### config.mk
export PLATFORM = sky130hd
export DESIGN_NAME = stip_blit_engine
export DESIGN_NICKNAME = d
export VERILOG_FILES = /design/src/rtl/sbe_pkg.sv /design/src/rtl/sbe_decode.sv /design/src/rtl/sbe_seq.sv /design/src/rtl/sbe_copy_pipe.sv /design/src/rtl/stip_blit_engine.sv
export SDC_FILE = /design/constraint.sdc
export NUM_CORES = 1
export LEC_CHECK = 0
export CAP_MARGIN = 15
export CELL_PAD_IN_SITES_DETAIL_PLACEMENT = 1
export CELL_PAD_IN_SITES_GLOBAL_PLACEMENT = 1
export CORE_MARGIN = 8
export CORE_UTILIZATION = 37
export CTS_CLUSTER_DIAMETER = 120
export DETAILED_ROUTE_END_ITERATION = 8
export PLACE_DENSITY = 0.8
export SYNTH_ARGS = -nofsm -noshare
export SYNTH_HDL_FRONTEND = slang
export SYNTH_SLANG_ARGS = --single-unit
### constraint.sdc
create_clock -name clk -period 2.34 [get_ports clk]
set_input_delay 0.702 -clock clk [delete_from_list [all_inputs] [get_ports clk]]
set_output_delay 0.702 -clock clk [all_outputs]
set_load 0.05 [all_outputs]
### src/rtl/sbe_pkg.sv
package sbe_pkg;

    // Command word layout
    localparam int CMD_W      = 32;
    localparam int MASK_W     = 32;
    localparam int SRC_W      = 24;
    localparam int LEN_W      = 5;
    localparam int LEN_LSB    = 24;
    localparam int ADDR_SHIFT = 3;
    localparam logic [SRC_W-1:0] FILL_CODE = '1;

    typedef enum logic [1:0] {
        WIN_STIP  = 2'd0,
        WIN_BLIT  = 2'd1,
        WIN_COLOR = 2'd2,
        WIN_NONE  = 2'd3
    } win_t;

    typedef enum logic [2:0] {
        K_SKIP,
        K_STIP,
        K_FILL,
        K_COPY,
        K_COLOR
    } kind_t;

    typedef enum logic [2:0] {
        S_IDLE,
        S_STIP,
        S_FILL,
        S_COPY,
        S_DRAIN
    } state_t;

endpackage

### src/rtl/sbe_decode.sv
module sbe_decode
    import sbe_pkg::*;
#(
    parameter  int PIX_W  = 20,
    parameter  int COL_W  = 8,
    localparam int ADDR_W = PIX_W + ADDR_SHIFT
) (
    input  logic [1:0]        sel,
    input  logic [ADDR_W-1:0] addr,
    input  logic [CMD_W-1:0]  data,
    output kind_t             kind,
    output logic [PIX_W-1:0]  dst,
    output logic [PIX_W-1:0]  src,
    output logic [LEN_W-1:0]  len_m1,
    output logic [MASK_W-1:0] mask,
    output logic [COL_W-1:0]  color
);

    // Sub-pixel byte bits carry no meaning
    logic unused_low;
    assign unused_low = ^addr[ADDR_SHIFT-1:0];

    assign dst    = addr[ADDR_SHIFT +: PIX_W];
    assign src    = data[PIX_W-1:0];
    assign len_m1 = data[LEN_LSB +: LEN_W];
    assign mask   = data[MASK_W-1:0];
    assign color  = data[COL_W-1:0];

    always_comb begin
        kind = K_SKIP;
        unique case (win_t'(sel))
            WIN_STIP:  kind = (data[MASK_W-1:0] == '0) ? K_SKIP : K_STIP;
            WIN_BLIT:  kind = (data[SRC_W-1:0] == FILL_CODE) ? K_FILL : K_COPY;
            WIN_COLOR: kind = K_COLOR;
            default:   kind = K_SKIP;
        endcase
    end

endmodule

### src/rtl/sbe_seq.sv
module sbe_seq
    import sbe_pkg::*;
#(
    parameter int PIX_W = 20,
    parameter int COL_W = 8
) (
    input  logic              clk,
    input  logic              rst_n,
    input  logic              cmd_valid,
    input  kind_t             kind,
    input  logic [PIX_W-1:0]  dst,
    input  logic [PIX_W-1:0]  src,
    input  logic [LEN_W-1:0]  len_m1,
    input  logic [MASK_W-1:0] mask,
    input  logic [COL_W-1:0]  color_in,
    output logic              cmd_ready,
    output logic              busy,
    output logic              rd_en,
    output logic [PIX_W-1:0]  rd_addr,
    output logic [PIX_W-1:0]  rd_dst,
    output logic              wr_en,
    output logic [PIX_W-1:0]  wr_addr,
    output logic [COL_W-1:0]  fill_color
);

    state_t            state_q, state_d;
    logic [PIX_W-1:0]  cur_q, cur_d;
    logic [PIX_W-1:0]  src_q, src_d;
    logic [LEN_W-1:0]  cnt_q, cnt_d;
    logic [MASK_W-1:0] mask_q, mask_d;
    logic [COL_W-1:0]  color_q, color_d;

    // State register
    always_ff @(posedge clk or negedge rst_n) begin
        if (!rst_n) begin
            state_q <= S_IDLE;
            cur_q   <= '0;
            src_q   <= '0;
            cnt_q   <= '0;
            mask_q  <= '0;
            color_q <= '0;
        end else begin
            state_q <= state_d;
            cur_q   <= cur_d;
            src_q   <= src_d;
            cnt_q   <= cnt_d;
            mask_q  <= mask_d;
            color_q <= color_d;
        end
    end

    // Next state and datapath
    always_comb begin
        state_d = state_q;
        cur_d   = cur_q;
        src_d   = src_q;
        cnt_d   = cnt_q;
        mask_d  = mask_q;
        color_d = color_q;
        unique case (state_q)
            S_IDLE: begin
                if (cmd_valid) begin
                    unique case (kind)
                        K_STIP: begin
                            mask_d  = mask;
                            cur_d   = dst;
                            state_d = S_STIP;
                        end
                        K_FILL: begin
                            cur_d   = dst;
                            cnt_d   = len_m1;
                            state_d = S_FILL;
                        end
                        K_COPY: begin
                            cur_d   = dst;
                            src_d   = src;
                            cnt_d   = len_m1;
                            state_d = S_COPY;
                        end
                        K_COLOR: color_d = color_in;
                        default: color_d = color_q;
                    endcase
                end
            end
            S_STIP: begin
                mask_d = {mask_q[MASK_W-2:0], 1'b0};
                cur_d  = cur_q + 1'b1;
                if (mask_q[MASK_W-2:0] == '0) state_d = S_IDLE;
            end
            S_FILL: begin
                cur_d = cur_q + 1'b1;
                cnt_d = cnt_q - 1'b1;
                if (cnt_q == '0) state_d = S_IDLE;
            end
            S_COPY: begin
                cur_d = cur_q + 1'b1;
                src_d = src_q + 1'b1;
                cnt_d = cnt_q - 1'b1;
                if (cnt_q == '0) state_d = S_DRAIN;
            end
            S_DRAIN: state_d = S_IDLE;
            default: state_d = S_IDLE;
        endcase
    end

    // Outputs
    always_comb begin
        cmd_ready = 1'b0;
        busy      = 1'b1;
        rd_en     = 1'b0;
        wr_en     = 1'b0;
        unique case (state_q)
            S_IDLE: begin
                cmd_ready = 1'b1;
                busy      = 1'b0;
            end
            S_STIP:  wr_en = mask_q[MASK_W-1];
            S_FILL:  wr_en = 1'b1;
            S_COPY:  rd_en = 1'b1;
            S_DRAIN: rd_en = 1'b0;
            default: busy  = 1'b1;
        endcase
    end

    assign rd_addr    = src_q;
    assign rd_dst     = cur_q;
    assign wr_addr    = cur_q;
    assign fill_color = color_q;

endmodule

### src/rtl/sbe_copy_pipe.sv
module sbe_copy_pipe #(
    parameter int PIX_W = 20
) (
    input  logic             clk,
    input  logic             rst_n,
    input  logic             rd_fire,
    input  logic [PIX_W-1:0] rd_dst,
    output logic             wr_valid,
    output logic [PIX_W-1:0] wr_addr
);

    // Delays the destination by the read latency of the memory
    always_ff @(posedge clk or negedge rst_n) begin
        if (!rst_n) begin
            wr_valid <= 1'b0;
            wr_addr  <= '0;
        end else begin
            wr_valid <= rd_fire;
            wr_addr  <= rd_dst;
        end
    end

endmodule

### src/rtl/stip_blit_engine.sv
module stip_blit_engine
    import sbe_pkg::*;
#(
    parameter  int PIX_W  = 20,
    parameter  int COL_W  = 8,
    localparam int ADDR_W = PIX_W + ADDR_SHIFT
) (
    input  logic              clk,
    input  logic              rst_n,
    input  logic              cmd_valid,
    output logic              cmd_ready,
    input  logic [1:0]        cmd_sel,
    input  logic [ADDR_W-1:0] cmd_addr,
    input  logic [CMD_W-1:0]  cmd_wdata,
    output logic [CMD_W-1:0]  rd_data,
    output logic              busy,
    output logic              mem_re,
    output logic [PIX_W-1:0]  mem_raddr,
    input  logic [COL_W-1:0]  mem_rdata,
    output logic              mem_we,
    output logic [PIX_W-1:0]  mem_waddr,
    output logic [COL_W-1:0]  mem_wdata
);

    kind_t             dec_kind;
    logic [PIX_W-1:0]  dec_dst, dec_src;
    logic [LEN_W-1:0]  dec_len;
    logic [MASK_W-1:0] dec_mask;
    logic [COL_W-1:0]  dec_color;
    logic [PIX_W-1:0]  rd_dst;
    logic              seq_wr;
    logic [PIX_W-1:0]  seq_waddr;
    logic [COL_W-1:0]  fill_color;
    logic              cp_valid;
    logic [PIX_W-1:0]  cp_addr;

    sbe_decode #(.PIX_W(PIX_W), .COL_W(COL_W)) u_decode (
        .sel    (cmd_sel),
        .addr   (cmd_addr),
        .data   (cmd_wdata),
        .kind   (dec_kind),
        .dst    (dec_dst),
        .src    (dec_src),
        .len_m1 (dec_len),
        .mask   (dec_mask),
        .color  (dec_color)
    );

    sbe_seq #(.PIX_W(PIX_W), .COL_W(COL_W)) u_seq (
        .clk        (clk),
        .rst_n      (rst_n),
        .cmd_valid  (cmd_valid),
        .kind       (dec_kind),
        .dst        (dec_dst),
        .src        (dec_src),
        .len_m1     (dec_len),
        .mask       (dec_mask),
        .color_in   (dec_color),
        .cmd_ready  (cmd_ready),
        .busy       (busy),
        .rd_en      (mem_re),
        .rd_addr    (mem_raddr),
        .rd_dst     (rd_dst),
        .wr_en      (seq_wr),
        .wr_addr    (seq_waddr),
        .fill_color (fill_color)
    );

    sbe_copy_pipe #(.PIX_W(PIX_W)) u_pipe (
        .clk      (clk),
        .rst_n    (rst_n),
        .rd_fire  (mem_re),
        .rd_dst   (rd_dst),
        .wr_valid (cp_valid),
        .wr_addr  (cp_addr)
    );

    assign mem_we    = seq_wr | cp_valid;
    assign mem_waddr = cp_valid ? cp_addr : seq_waddr;
    assign mem_wdata = cp_valid ? mem_rdata : fill_color;
    assign rd_data   = '0;

endmodule

==> summary.md <==
| Metric | Value |
|---|---|
| Outcome | `finished, final reports clean` |
| Slew Limit Fails | `0` |
| Routed WL per cell | `19.8 um` |
| Final Core Density | `0.529` |
| Detailed Route WL | `19900 um` |
| DRT Pass-1 Iters | `4` |
| Area grow syn2layout | `41.2%` |
| Logic pwr share | `0.581` |
| YS warnings | `0` |
| Syn_area_per_cell | `9.53 sq um` |
| Vias | `5331` |
| FF-to-FF Start | `u_seq.state_q[2]` |
| Overall die area | `20100 sq um` |
| Post-synth ARST share | `1.00` |
| Critical Path RT | `1.64 ns` |
| Main area contributors after synthesis | `dfrtp_1, mux2_2, a21oi_1` |
| Count of state elements after synthesis | `109` |
| Layout cells sized above 1 | `0.294` |
| Fin Hold WS | `0.250 ns` |
| N_diodes | `0` |
| Clock skew | `0.0111 ns` |
| Crit-path cells | `clkdlybuf4s50_1` |
| # rows | `46` |
| Vias in the first global route | `6100` |
| Worst-path maximum fanout | `4` |
| Maxcap violations | `0` |
| Ys flop type | `dfrtp_1` |
| CTS tree | `built` |
| Most frequent cells after synthesis | `dfrtp_1, a21oi_1, nor2_1` |
| Top delay family on crit path | `buffers and inverters` |
| Main combinational cell family by area after synthesis | `simple AND/OR/NAND/NOR gates` |
| Count of final setup violators | `0` |
| Post-DRT Antenna Nets | `0` |
| CP max-delay cell | `clkdlybuf4s50_1` |
| Gp weighted congestion | `0.899` |
| Register share of total power | `0.289` |
| CP Launch Type | `register` |
| Die Height | `142 um` |
| I/O Buffers | `116` |
| Worst setup path category | `reg2out` |
| Area leader, netlist | `dfrtp_1` |
| Die W | `142 um` |
| Post-synthesis compound-gate area fraction | `0.160` |
| Setup crit start | `u_seq.rd_addr[18]` |
| Clock transition at path regs | `0.08 ns` |
| WP buf/inv | `1` |
| Dpl cell area | `7660 sq um` |
| Core box area | `15700 sq um` |
| Yosys cell types | `47` |
| Clock root buffer | `clkbuf_16` |
| Sw Ratio | `0.481` |
| Arrival @ worst endpoint | `1.60 ns` |
| 1st-iter DRT viols | `232` |
| First-pass GRT wire length | `32300 um` |
| Clock Latency Late Sink | `0.35 ns` |
| CTS Buffer Depth | `2` |
| Synth Area in Simple Gates | `0.169` |
| Clk network pwr share | `0.130` |
| Peak supply drop | `0.000882 V` |
| Post-synth top area share | `0.466` |
| Gr ovfl total | `0` |
| IO Count | `152` |
| Fin area | `8280 sq um` |
| Initial antenna violation count | `0` |
| Initial Util | `0.374` |
| Sequential area share after synthesis | `0.466` |
| Relative slew slack | `0.647` |
| Via/cell ratio | `5.31` |
| NumNets Final | `855` |
| Adder-cell share of the synthesized area | `0.00854` |
| Hold Path Class | `in2async` |
| Number of synthesized flops with an enable pin | `0` |
| Min Tclk post-route | `2.30 ns` |
| CP max stage delay | `0.84 ns` |
| Hold buffers post-CTS | `0` |
| Most common cell in the netlist | `dfrtp_1` |
| H-tree depth | `3` |
| Psw | `0.00628 W` |
| Int Pwr | `0.00679 W` |
| Final Power | `0.0131 W` |
| XOR/XNOR Fraction of Synth Area | `0` |
| PD cells | `1580 nW/um^2` |
| Cts bufs inserted | `9` |
| Period Utilization, post-route | `0.982` |
| Max Fclk | `435 MHz` |
| Mux share of post-synthesis cell area | `0.124` |
| Worst-Margin Slew | `0.528 ns` |
| Endpoints failing hold | `0` |
| Leak | `3.49 nW` |
| Largest net degree at the start of global routing | `50` |
| Hpwl dp | `14800 um` |
| Synth Cell Area | `5860 sq um` |
| Post-route DRC | `0` |
| Post-Syn Instances | `615` |
| Clock sinks | `109` |
| Worst Setup End Kind | `output port` |
| Total global-route track usage | `0.202` |
[cell families (layout without fill, tap and decap cells)]
kind of cell / after synthesis / in the layout
buf+inv: 76 / 218
other cells: 1 / 32
flops: 109 / 109
mux: 68 / 68
compound gates: 160 / 160
simple gates: 197 / 197
fa+ha+maj: 4 / 4
[worst reg2reg max path, stage by stage, from the launching register on]
cell	delay [ns]
dfrtp_2	0.50
nor2b_4	0.16
nand2_2	0.14
inv_2	0.20
nand3_1	0.18
nor2_1	0.42
nand3_1	0.16
nand3_1	0.11
o211ai_1	0.08
[power groups by stage]
stage	clock network, W	registers, W	logic (W)
2_1_floorplan	0	0.00402	0.00416
3_3_place_gp	0	0.00365	0.00684
3_5_place_dp	0	0.00376	0.00713
4_1_cts	0.00174	0.00374	0.00759
5_1_grt	0.00179	0.00392	0.00809
6_report	0.00170	0.00378	0.00759
[through the flow]
stage                     worst slack (ns)  TNS [ns]  std cells
after floorplan                     0.0463         0        646
after global placement              -0.660    -39.12        980
after detailed placement            -0.748    -42.96        980
after CTS                          0.00148         0       1003
after global routing               -0.0606   -0.0606       1004
final                               0.0412         0       1004
[sequential cells by signal, indices dropped and copies added (netlist names)]
name / flops
u_pipe.wr_addr: 20
u_seq.rd_dst: 20
u_seq.cnt_q: 5
u_seq.mask_q: 32
u_seq.rd_addr: 20
u_pipe.wr_valid: 1
u_seq.fill_color: 8
u_seq.state_q: 3
[path summary, 6_finish.rpt]
check | to | slack [ns] | depth (start not counted)
worst max-delay path | mem_raddr[18] | 0.04 | 1
worst min-delay path | u_seq.rd_addr[13] | 0.25 | 1
worst max register to register | u_seq.rd_addr[14] | 0.27 | 8
worst min register to register | u_pipe.wr_addr[10] | 0.44 | 0
max in group asynchronous | u_seq.state_q[1] | 1.50 | 2
min in group clk | u_pipe.wr_addr[10] | 0.44 | 0
[cell usage in the layout, fill, tap and decap left out, drive strengths merged, types with 16 or more instances in the layout]
| master | instances |
|---|---|
| buf | 123 |
| dfrtp | 109 |
| a21oi | 83 |
| nor2 | 60 |
| nand2 | 39 |
| mux2 | 37 |
| clkdlybuf4s50 | 37 |
| conb | 32 |
| mux2i | 31 |
| o21ai | 25 |
| nand3 | 24 |
| dlygate4sd2 | 19 |
| nand4 | 16 |
| nor4 | 16 |
[metal layers]
layer  vias up  global-route usage  wire length (um)
met2       126               0.365             10700
met4         0              0.0978               605
li1       2513                   -                 -
met1      2653               0.227              7920
met3        39              0.0313               712
met5         -                   0                 0
[layout make-up]
cell class | count | area [sq um]
clock buffer | 10 | 239
sequential | 109 | 2730
timing repair buffer | 192 | 1860
clock inverter | 6 | 91.3
multi-input combinational | 461 | 3040
fill | 1809 | 7380
inverter | 10 | 40.0
tap | 216 | 270
[timing repair]
action / 4_1_cts / 5_1_grt
endpoints found under the setup margin: 73 / 73
cloned: 2 / 0
buffers inserted: 5 / 2
gates resized for setup: 60 / 29
pin swaps: 16 / 14
(Power assumes the default switching activity.)
